[config.mk]
export PLATFORM = sky130hd
export DESIGN_NAME = lp_state_tracker
export DESIGN_NICKNAME = d
export VERILOG_FILES = /design/src/rtl/lp_pkg.sv /design/src/rtl/lp_enable_sel.sv /design/src/rtl/lp_save_bank.sv /design/src/rtl/lp_state_tracker.sv
export SDC_FILE = /design/constraint.sdc
export NUM_CORES = 1
export LEC_CHECK = 0
export ABC_AREA = 1
export BUFFER_PORTS_ARGS = -buffer_cell sky130_fd_sc_hd__buf_2
export CAP_MARGIN = 10
export CORE_MARGIN = 3
export CORE_UTILIZATION = 46
export DETAILED_ROUTE_END_ITERATION = 12
export PLACE_DENSITY = 0.88
export SLEW_MARGIN = 30
export SYNTH_ARGS = -nofsm -noshare
export SYNTH_HDL_FRONTEND = slang
export SYNTH_SLANG_ARGS = --single-unit
[constraint.sdc]
create_clock -name clk -period 2.52 [get_ports clk]
set_input_delay 0.126 -clock clk [delete_from_list [all_inputs] [get_ports clk]]
set_output_delay 0.126 -clock clk [all_outputs]
set_load 0.01 [all_outputs]
[src/rtl/lp_pkg.sv]
// Shared encodings for the landing-pad state tracker.
// Assumes privilege encoding U=0, S=1, M=3 (value 2 reserved).
package lp_pkg;
    localparam logic [1:0] PRV_U = 2'd0;
    localparam logic [1:0] PRV_S = 2'd1;
    localparam logic [1:0] PRV_M = 2'd3;

    // Saved-bit bank indices; equal to the CSR select codes.
    localparam int BK_M   = 0;
    localparam int BK_S   = 1;
    localparam int BK_VS  = 2;
    localparam int BK_NMI = 3;
    localparam int BK_DBG = 4;
    localparam int NBANK  = 5;

    // NMI status word layout.
    localparam int NMS_W        = 16;
    localparam int NMS_PELP_BIT = 9;

    typedef enum logic [1:0] {
        RET_M   = 2'd0,
        RET_S   = 2'd1,
        RET_NMI = 2'd2,
        RET_DBG = 2'd3
    } ret_kind_e;
endpackage

[src/rtl/lp_enable_sel.sv]
// Landing-pad enable lookup for one (privilege, virt) pair.
// Purely combinational. HAS_SMODE picks the mapping variant.
// Assumes privilege encoding from lp_pkg; value 2 is reserved.
module lp_enable_sel #(
    parameter bit HAS_SMODE = 1'b1
) (
    input  logic [1:0] prv,
    input  logic       virt,
    input  logic       en_msec,
    input  logic       en_menv,
    input  logic       en_henv,
    input  logic       en_senv,
    output logic       en
);
    import lp_pkg::*;

    generate
        if (HAS_SMODE) begin : g_with_s
            // Four-mode mapping with virtualization split at S.
            always_comb begin
                unique case (prv)
                    PRV_M:   en = en_msec;
                    PRV_S:   en = virt ? en_henv : en_menv;
                    PRV_U:   en = en_senv;
                    default: en = 1'b0;
                endcase
            end
        end else begin : g_no_s
            // Two-mode mapping: M versus everything else.
            logic unused_ok;
            assign unused_ok = virt ^ en_henv ^ en_senv;
            assign en = (prv == PRV_M) ? en_msec : en_menv;
        end
    endgenerate
endmodule

[src/rtl/lp_save_bank.sv]
// Bank of saved landing-pad bits, one per entry path.
// Each bit is loaded from the live bit on save, cleared on return,
// or written from the CSR port; the decoder guarantees one action per bit.
// Bits whose path is absent (IMPL clear) read constant 0.
module lp_save_bank #(
    parameter int              NB   = 5,
    parameter logic [NB-1:0]   IMPL = '1
) (
    input  logic          clk,
    input  logic          rst_n,
    input  logic [NB-1:0] save_v,
    input  logic [NB-1:0] clr_v,
    input  logic [NB-1:0] wr_v,
    input  logic          elp,
    input  logic          wdata,
    output logic [NB-1:0] saved
);
    generate
        for (genvar gi = 0; gi < NB; gi++) begin : g_bit
            if (IMPL[gi]) begin : g_impl
                // Per-bit storage with save > clear > write ordering.
                always_ff @(posedge clk) begin
                    if (!rst_n)           saved[gi] <= 1'b0;
                    else if (save_v[gi])  saved[gi] <= elp;
                    else if (clr_v[gi])   saved[gi] <= 1'b0;
                    else if (wr_v[gi])    saved[gi] <= wdata;
                end

                p_save_copy_r4: assert property (@(posedge clk) disable iff (!rst_n)
                    save_v[gi] |=> saved[gi] == $past(elp));
                p_hold_idle_r9: assert property (@(posedge clk) disable iff (!rst_n)
                    !(save_v[gi] || clr_v[gi] || wr_v[gi]) |=> $stable(saved[gi]));
            end else begin : g_tied
                assign saved[gi] = 1'b0;
            end
        end
    endgenerate

    p_one_save_r8: assert property (@(posedge clk) disable iff (!rst_n)
        $onehot0(save_v));
endmodule

[src/rtl/lp_state_tracker.sv]
// Landing-pad expected-state tracker (top).
// Holds the live ELP bit and decodes trap, NMI, debug, return and CSR
// strobes into one action per cycle. The priority is debug > NMI > trap >
// return > arm/done. All outputs are registered; effects appear one clock
// after the strobe. Assumes at most one return kind per cycle.
module lp_state_tracker #(
    parameter bit HAS_SMODE = 1'b1
) (
    input  logic                     clk,
    input  logic                     rst_n,
    input  logic [1:0]               cur_prv,
    input  logic                     cur_virt,
    input  logic                     en_msec,
    input  logic                     en_menv,
    input  logic                     en_henv,
    input  logic                     en_senv,
    input  logic                     lp_arm,
    input  logic                     lp_done,
    input  logic                     trap_valid,
    input  logic [1:0]               trap_prv,
    input  logic                     trap_virt,
    input  logic                     nmi_entry,
    input  logic                     dbg_entry,
    input  logic                     ret_valid,
    input  logic [1:0]               ret_kind,
    input  logic [1:0]               ret_prv,
    input  logic                     ret_virt,
    input  logic                     csr_we,
    input  logic [2:0]               csr_sel,
    input  logic                     csr_wdata,
    output logic                     elp,
    output logic                     m_saved_elp,
    output logic                     s_saved_elp,
    output logic                     vs_saved_elp,
    output logic [lp_pkg::NMS_W-1:0] nmi_status,
    output logic                     dbg_saved_elp
);
    import lp_pkg::*;

    localparam int            NB     = NBANK;
    localparam logic [NB-1:0] S_MASK = (NB'(1) << BK_S) | (NB'(1) << BK_VS);
    localparam logic [NB-1:0] IMPL   = HAS_SMODE ? '1 : ~S_MASK;

    logic          cur_en, ret_en;
    logic          any_entry, do_ret;
    logic [2:0]    ret_bk;
    logic          src_bit;
    logic [NB-1:0] save_v, clr_v, wr_v, saved;
    logic          elp_q, elp_d;

    lp_enable_sel #(.HAS_SMODE(HAS_SMODE)) u_en_cur (
        .prv(cur_prv), .virt(cur_virt),
        .en_msec(en_msec), .en_menv(en_menv), .en_henv(en_henv), .en_senv(en_senv),
        .en(cur_en)
    );

    lp_enable_sel #(.HAS_SMODE(HAS_SMODE)) u_en_ret (
        .prv(ret_prv), .virt(ret_virt),
        .en_msec(en_msec), .en_menv(en_menv), .en_henv(en_henv), .en_senv(en_senv),
        .en(ret_en)
    );

    // Event decode: pick the single acting event and steer the bank.
    always_comb begin
        any_entry = trap_valid || nmi_entry || dbg_entry;
        do_ret    = ret_valid && !any_entry;

        save_v = '0;
        if (dbg_entry)                                   save_v[BK_DBG] = 1'b1;
        else if (nmi_entry)                              save_v[BK_NMI] = 1'b1;
        else if (trap_valid) begin
            if (HAS_SMODE && trap_prv == PRV_S)          save_v[trap_virt ? BK_VS : BK_S] = 1'b1;
            else                                         save_v[BK_M] = 1'b1;
        end

        unique case (ret_kind)
            RET_M:   ret_bk = 3'(BK_M);
            RET_S:   ret_bk = cur_virt ? 3'(BK_VS) : 3'(BK_S);
            RET_NMI: ret_bk = 3'(BK_NMI);
            default: ret_bk = 3'(BK_DBG);
        endcase
        src_bit = saved[ret_bk];

        clr_v = '0;
        if (do_ret && (ret_kind == RET_M || ret_kind == RET_S)) clr_v[ret_bk] = 1'b1;

        wr_v = '0;
        if (csr_we && !any_entry && !ret_valid && csr_sel <= 3'(BK_DBG)) wr_v[csr_sel] = 1'b1;
    end

    // Next value of the live bit.
    always_comb begin
        if (any_entry)                 elp_d = 1'b0;
        else if (do_ret)               elp_d = ret_en & src_bit;
        else if (lp_arm && cur_en)     elp_d = 1'b1;
        else if (lp_done)              elp_d = 1'b0;
        else                           elp_d = elp_q;
    end

    // Live bit register.
    always_ff @(posedge clk) begin
        if (!rst_n) elp_q <= 1'b0;
        else        elp_q <= elp_d;
    end

    lp_save_bank #(.NB(NB), .IMPL(IMPL)) u_bank (
        .clk(clk), .rst_n(rst_n),
        .save_v(save_v), .clr_v(clr_v), .wr_v(wr_v),
        .elp(elp_q), .wdata(csr_wdata), .saved(saved)
    );

    // Output views of the stored state.
    always_comb begin
        elp           = elp_q;
        m_saved_elp   = saved[BK_M];
        s_saved_elp   = saved[BK_S];
        vs_saved_elp  = saved[BK_VS];
        dbg_saved_elp = saved[BK_DBG];
        nmi_status    = '0;
        nmi_status[NMS_PELP_BIT] = saved[BK_NMI];
    end

    p_entry_clears_r4: assert property (@(posedge clk) disable iff (!rst_n)
        (trap_valid || nmi_entry || dbg_entry) |=> !elp);
    p_ret_gated_r5: assert property (@(posedge clk) disable iff (!rst_n)
        (ret_valid && !any_entry && !ret_en) |=> !elp);
    p_mret_clears_r5: assert property (@(posedge clk) disable iff (!rst_n)
        (ret_valid && !any_entry && ret_kind == RET_M) |=> !m_saved_elp);
    p_dbg_save_r6: assert property (@(posedge clk) disable iff (!rst_n)
        dbg_entry |=> dbg_saved_elp == $past(elp));
    p_arm_sets_r2: assert property (@(posedge clk) disable iff (!rst_n)
        (!any_entry && !ret_valid && lp_arm && cur_en) |=> elp);
endmodule

; Word-level counts from Yosys, hierarchy flattened
; Index checks and enable logic that the tools add are counted.
[totals]
out_inout_bits = 21
reg_bits = 6
in_bits = 28
elab_cells = 89
[op_classes]
n_eq_ne = 7
n_reduce_logical = 24
n_bitwise = 2
order_cmp = 7
mux = 43
[op_table]
columns = op, count
row1 = $mux 1, 28
row2 = $reduce_bool 3->1, 6
row3 = $mux 5, 3
row4 = $demux 1 s3, 3
row5 = $logic_and 1x1->1, 9
row6 = $pmux 3 s3, 1
row7 = $eq 2x1->1 const B, 4
row8 = $lt 3x4->1 const B, 2
row9 = $mux 4, 2
row10 = $eq 2x2->1 const B, 3
row11 = $ge 3x1->1 const B, 2
row12 = $logic_not 2->1, 3
row13 = $pmux 1 s3, 2
row14 = $lt 2x4->1 const B, 1
row15 = $mux 2, 2
row16 = $bmux 1 s3, 1
row17 = $le 3x3->1 const B, 1
row18 = $logic_or 1x1->1, 3
row19 = $mux 3, 1
row20 = $ge 2x1->1 const B, 1
row21 = $logic_not 1->1, 2
row22 = $reduce_or 2->1, 1
row23 = $and 1x1->1, 1
row24 = $not 1->1, 1

; Depth between registers and ports, before layout
; Gate-level depths: netlist (run 1).
[logic_depth]
ltp_word = 10
mapped_depth = 8
mapped_depth_nobuf = 8

; Hierarchy
; From an unflattened synthesis (run 1), not the netlist that was laid out.
[hier_totals]
hier_cells = 139
hier_area_um2 = 762.0
[modules_own_cells]
columns = mod, area_per_inst_um2, n_inst, cells_each
row1 = lp_state_tracker, 367.9, 1, 66
row2 = lp_save_bank, 291.5, 1, 51
row3 = lp_enable_sel, 51.3, 2, 11

; Worst setup path after synthesis (run 1)
; No wires, ideal clock.
[synth_path]
path_type = register to register
start = register, netlist name elp
end = register elp_q (netlist: elp)
path_slack_ns = 1.507
setup_time_ns = 0.070
required_time_ns = 2.450
path_stages_with_launch = 6
path_buffers = 0
arrival_time_ns = 0.943
path_cell_list = dfxtp_1 -> inv_1 -> or2_2 -> nand3_1 -> nand2_1 -> a21oi_1
[synth_lines]
columns = element, line
row1 = "end signal, assigned", lp_state_tracker.sv:103  ; else elp_q <= elp_d;
row2 = "end, declared", lp_state_tracker.sv:49  ; logic elp_q, elp_d;

==> key figures, run 1 <==
Global routing
  – Global-route wire length before repair: 3680 um
  – Antenna violations before repair: 0
  – Global-route total usage across every layer: 19.5%
  – Via count of the first global-routing pass: 895
  – Total congestion overflow: 0
  – Largest net degree at the start of global routing: 7

Clocking
  – Resize count post-CTS: 0
  – Clk root buf: clkbuf_4
  – Total clock buffers created by CTS: 3
  – Clock Sinks: 6
  – Clock-pin slew of the registers on the worst-case setup and hold paths: 0.05 ns
  – Post-CTS Repair Setup Buffers: 0
  – Deepest clock path buffer count: 2
  – Skew-Pair Late Insertion Delay: 0.25 ns
  – Clock tree from TritonCTS: done
  – H-tree depth: 1
  – Hold buffer count at cts: 0

STA
  – RSZ-0062 raised after global routing: false
  – Worst hold slack after final layout: 0.142 ns
  – Fraction of the cycle the final worst path needs: 44.7%
  – Upper clock frequency limit: 888 MHz
  – Final-layout setup total negative slack: 0 ns
  – Time the worst path needs with I/O delays and setup: 1.13 ns
  – Final setup skew: 0.00806 ns
  – Number of setup violations in the final report: 0
  – Number of failing hold endpoints at the final stage: 0
  – Number of pins with negative max-slew slack in the final report: 0

Placement
  – Final estimated routing congestion in global placement: 0.870
  – Placed Instance Area: 970 um2
  – Total half-perimeter wirelength after legalization and detailed placement: 1940 um
  – Port buffer count: 33

Critical path
  – Worst setup path category: reg -> reg
  – Critical Path Sink Type: flop
  – Worst-path cell with the longest stage delay: dfxtp_1
  – Crit-path cells: inv_1 -> or2_2 -> nand3_1 -> nand2_1 -> a21oi_1
  – Worst path arrival time: 1.30 ns
  – Largest incremental delay on the critical path: 0.42 ns
  – Reg2reg path depth: 5
  – Critical path startpoint category: flop
  – Levels on crit path: 5
  – Buf+Inv Stages, Crit Path: 1
  – Worst Path Max Fanout: 5
  – Crit-path leading delay family: flip-flops
  – Worst EP required: 2.70 ns

Finish
  – Area grow syn2layout: 18.9%
  – Most used cells in the layout excluding fill and tap cells: 38 x nand2_1, 33 x buf_2, 27 x inv_1, 25 x nor2_1, 23 x nand3_1
  – Net count, final: 223
  – Fin util: 61.6%
  – Commonest non-fill, non-tap cell in the layout: nand2_1
  – Fill cells: 175
  – Antenna cells: 0
  – Final Instance Area: 992 um2
  – Fraction of layout instances using a drive strength above 1: 21.8%

Synthesis
  – Post-Synthesis Cell Area: 835 um2
  – Number of synthesized register bits: 6
  – Portion of the post-synthesis area used by sequential elements: 14.4%
  – Number of warnings issued by yosys: 0
  – Average cell area after synthesis: 5.28 um2
  – Number of standard cells after synthesis: 158
  – Count of different cell masters after synthesis: 17

Drt
  – Number of detailed-routing iterations run before antenna repair: 4
  – Antenna Nets Post-Route: 0
  – Overall via count from detail_route: 1,061
  – DRC Markers: 0
  – Average routed wire per standard cell: 10.7 um
  – Iteration-0 DRC count of the detailed router: 31
  – Overall routed net length: 2320 um
  – Via count normalized by instance count: 4.89

Min path
  – Hold crit path type: in -> reg
  – Cell count of the worst hold path: 3

Die
  – Placeable core region: 1610 um2
  – Width of the die: 48.6 um
  – Die Height: 48.6 um
  – Floorplan die area: 2360 um2
  – Starting density of the core: 51.8%
  – Number of placed I/O pins: 49
  – Number of rows in the core area: 14

Power and ir drop
  – Worst IR Drop VDD: 0.225 mV
  – PwrDens: 299 nW/um2
  – Leakage power summed over all cells: 0.000592 uW

Job
  – Number of max-cap violations: 0

Status
  – Run status: complete, no violations
-- state kept, by name, indices dropped and copies added (netlist names) --
| signal | cells |
|---|---|
| elp | 1 |
| u_bank.saved | 5 |
-- power by group --
part	internal, uW	switching, uW
logic	36.4	64.5
clock network	54.2	39.7
registers	98.4	2.92
-- per-layer routing --
layer / wire, um / GRT usage [%] / vias up
met1: 885 / 20.1 / 460
met3: 323 / 8.28 / 5
met2: 1100 / 35.3 / 64
li1: - / - / 532
met4: 19 / 6.16 / 0
met5: 0 / 0 / -
-- synthesized netlist by cell type (all sizes together) --
master / number / area [um2]
nand2: 39 / 154
nor2: 29 / 129
inv: 27 / 101
nand3: 23 / 115
buf: 15 / 113
a21oi: 6 / 30.0
dfxtp: 6 / 120
o21ai: 5 / 25.0
nand4: 3 / 18.8
conb: 1 / 3.75
nand3b: 1 / 7.51
nor2b: 1 / 6.26
nor3: 1 / 5.00
or2: 1 / 6.26
-- logic make-up (layout without fill, tap and decap cells) --
kind of cell           count (synthesis)  after routing  synth area share, %
and+or+nand+nor                       98             98                 52.9
DFF                                    6              6                 14.4
buffers and inverters                 42             63                 25.6
other                                  1             15                0.449
AOI/OAI and AO/OA                     11             11                 6.60
-- final cells by class --
type	instances	area [um2]	share of cell area [%]
Inverter	27	101	10.2
Sequential cell	6	120	12.1
Clock buffer	3	22.5	2.27
Timing Repair Buffer	33	165	16.6
Tap cell	24	30.0	3.03
Multi-Input combinational cell	124	553	55.7
-- through the flow --
stage | setup WS [ns] | total power, uW | instances
after floorplan | 1.51 | 176 | 172
after global placement | 1.41 | 198 | 214
after detailed placement | 1.36 | 202 | 214
after CTS | 1.41 | 296 | 217
after global routing | 1.30 | 314 | 217
final | 1.39 | 296 | 217
-- worst reg2reg max path, cell delays in order (launching register included) --
cell and delay, ns:
dfxtp_1 0.42, inv_1 0.09, or2_2 0.28, nand3_1 0.08, nand2_1 0.05, a21oi_1 0.14
-- path summary, 6_finish.rpt --
path | from | to | slack, ns
worst min-delay path | rst_n | u_bank.saved[1] | 0.14
worst max register to register | elp | elp | 1.39
worst min register to register | u_bank.saved[3] | u_bank.saved[3] | 0.51
worst max-delay path | elp | elp | 1.39
Power figures use the tool's default switching activity.
==> run 2: changes to the inputs <==
CORE_UTILIZATION = 43   (was 46)
PLACE_DENSITY = 0.83   (was 0.88)
clock period = 1.1 ns   (was 2.52 ns; I/O delays follow)
==> key figures, run 2 (synthesis results as in run 1) <==
Die
  – Width of the die: 50.1 um
  – Floorplan die area: 2510 um2
  – Number of rows in the core area: 15
  – Placeable core region: 1780 um2
  – Die Height: 50.1 um
  – Number of placed I/O pins: 49
  – Starting density of the core: 46.8%

STA
  – Final setup skew: 0.0102 ns
  – Fraction of the cycle the final worst path needs: 87.7%
  – RSZ-0062 raised after global routing: false
  – Upper clock frequency limit: 1040 MHz
  – Minimum setup slack in the final design: 0.135 ns
  – Number of failing hold endpoints at the final stage: 0
  – Number of setup violations in the final report: 0
  – Number of pins with negative max-slew slack in the final report: 0
  – Final-layout setup total negative slack: 0 ns
  – Time the worst path needs with I/O delays and setup: 0.965 ns

Clocking
  – Skew-Pair Late Insertion Delay: 0.26 ns
  – Clock-pin slew of the registers on the worst-case setup and hold paths: 0.06 ns
  – Clk root buf: clkbuf_4
  – Post-CTS Repair Setup Buffers: 0
  – Deepest clock path buffer count: 2
  – Hold buffer count at cts: 0
  – Total clock buffers created by CTS: 3
  – Clock tree from TritonCTS: done
  – H-tree depth: 1
  – Clock Sinks: 6

Finish
  – Final non-filler cell total: 220
  – Net count, final: 225
  – Fill cells: 182
  – Register with the most flip-flops: u_bank.saved
  – Area occupied by multi-input gates: 557 um2
  – Area grow syn2layout: 21.3%
  – FF+latch area: 120 um2
  – Fraction of layout instances using a drive strength above 1: 23.1%
  – Antenna cells: 0
  – Most used cells in the layout excluding fill and tap cells: 38 x nand2_1, 33 x buf_2, 27 x inv_1, 25 x nor2_1, 23 x nand3_1
  – Largest register FFs: 5
  – Commonest non-fill, non-tap cell in the layout: nand2_1

Critical path
  – Worst path arrival time: 1.16 ns
  – Worst reg2reg startpoint: elp
  – Critical Path Sink Type: flop
  – Reg2reg path depth: 5
  – Critical path startpoint category: flop
  – Worst Path Max Fanout: 3
  – RR Endpoint: elp
  – Worst setup path category: reg -> reg
  – Internal reg-to-reg setup slack: 0.14 ns
  – Worst EP required: 1.30 ns

Placement
  – Total half-perimeter wirelength after legalization and detailed placement: 1680 um
  – Final estimated routing congestion in global placement: 0.876
  – Number of placed instances, taps included: 217
  – Port buffer count: 33
  – Pre-CTS setup slack: 0.0356 ns

Power and ir drop
  – Leakage power summed over all cells: 0.000602 uW
  – Worst IR Drop VDD: 0.507 mV
  – PwrDens: 674 nW/um2

Min path
  – Hold crit path type: in -> reg
  – Cell count of the worst hold path: 3
  – HP Start: rst_n
  – Endpoint of the worst hold-timing path: u_bank.saved[0]

Job
  – Number of max-cap violations: 0

Global routing
  – Largest net degree at the start of global routing: 7
  – Global-route total usage across every layer: 16.1%
  – Antenna violations before repair: 0
  – Global-route wire length before repair: 3190 um
  – Total congestion overflow: 0
  – Via count of the first global-routing pass: 801

Drt
  – Antenna Nets Post-Route: 0
  – Overall via count from detail_route: 980
  – Average routed wire per standard cell: 8.68 um
  – Iteration-0 DRC count of the detailed router: 17
  – Number of detailed-routing iterations run before antenna repair: 4
  – Via count normalized by instance count: 4.45
  – DRC Markers: 0
  – Overall routed net length: 1910 um

Status
  – Run status: complete, no violations
## run 2: cell count changes in the layout (fill, tap and decap cells not counted), sizes merged
cell,change
buf,+2
## run 2: per-stage QoR
step | power [uW] | util [%] | hold WS (ns) | area, um2
2_1_floorplan | 404 | - | 0.181 | 887
3_3_place_gp | 459 | 55.3 | 0.331 | 986
3_5_place_dp | 460 | 55.3 | 0.328 | 986
4_1_cts | 682 | 56.6 | 0.0580 | 1010
5_1_grt | 735 | 56.8 | 0.0729 | 1010
6_report | 682 | 56.8 | 0.0594 | 1010
## run 2: power breakdown
| group | internal [uW] | leakage (uW) | switching [uW] |
|---|---|---|---|
| sequential | 225 | 0.0000487 | 5.46 |
| clock | 125 | 0.0000138 | 99.2 |
| combinational | 86.3 | 0.000540 | 141 |
| total | 436 | 0.000602 | 246 |
## run 2: how the worst max path moves through the flow
| stage | start | end | slack [ns] | cells past startpoint |
|---|---|---|---|---|
| after floorplan | elp | elp | 0.09 | 5 |
| after global placement | nmi_entry | u_bank.saved[0] | 0.03 | 8 |
| after detailed placement | nmi_entry | u_bank.saved[0] | 0.04 | 8 |
| after CTS | elp | elp | 0.12 | 5 |
| after global routing | elp | elp | 0.04 | 5 |
| final | elp | elp | 0.14 | 5 |
## run 2: cell type report
cell class | count | area share [%]
multi-input cells | 124 | 55.0
repair buffers | 35 | 17.8
flip-flops and latches | 6 | 11.9
inverters | 27 | 10.0
well taps | 25 | 3.09
clock buffers | 3 | 2.22
## run 2: what timing repair did
item / 4_1_cts / 5_1_grt
setup endpoints to repair: 0 / 1
resized for setup: 0 / 1
hold endpoints to repair: 0 / 0
## run 2: worst max-delay path: stages (launching register included)
cell and delay, ns:
dfxtp_1 0.33, inv_1 0.06, or2_2 0.27, nand3_1 0.08
nand2_1 0.06, a21oi_2 0.10
## run 2: per-layer routing
| layer | track usage (%) | wire [um] | vias to the layer above |
|---|---|---|---|
| li1 | - | - | 535 |
| met1 | 21.6 | 921 | 414 |
| met2 | 25.2 | 834 | 31 |
| met3 | 5.74 | 152 | 0 |
| met4 | 1.38 | 0 | 0 |
| met5 | 0 | 0 | - |
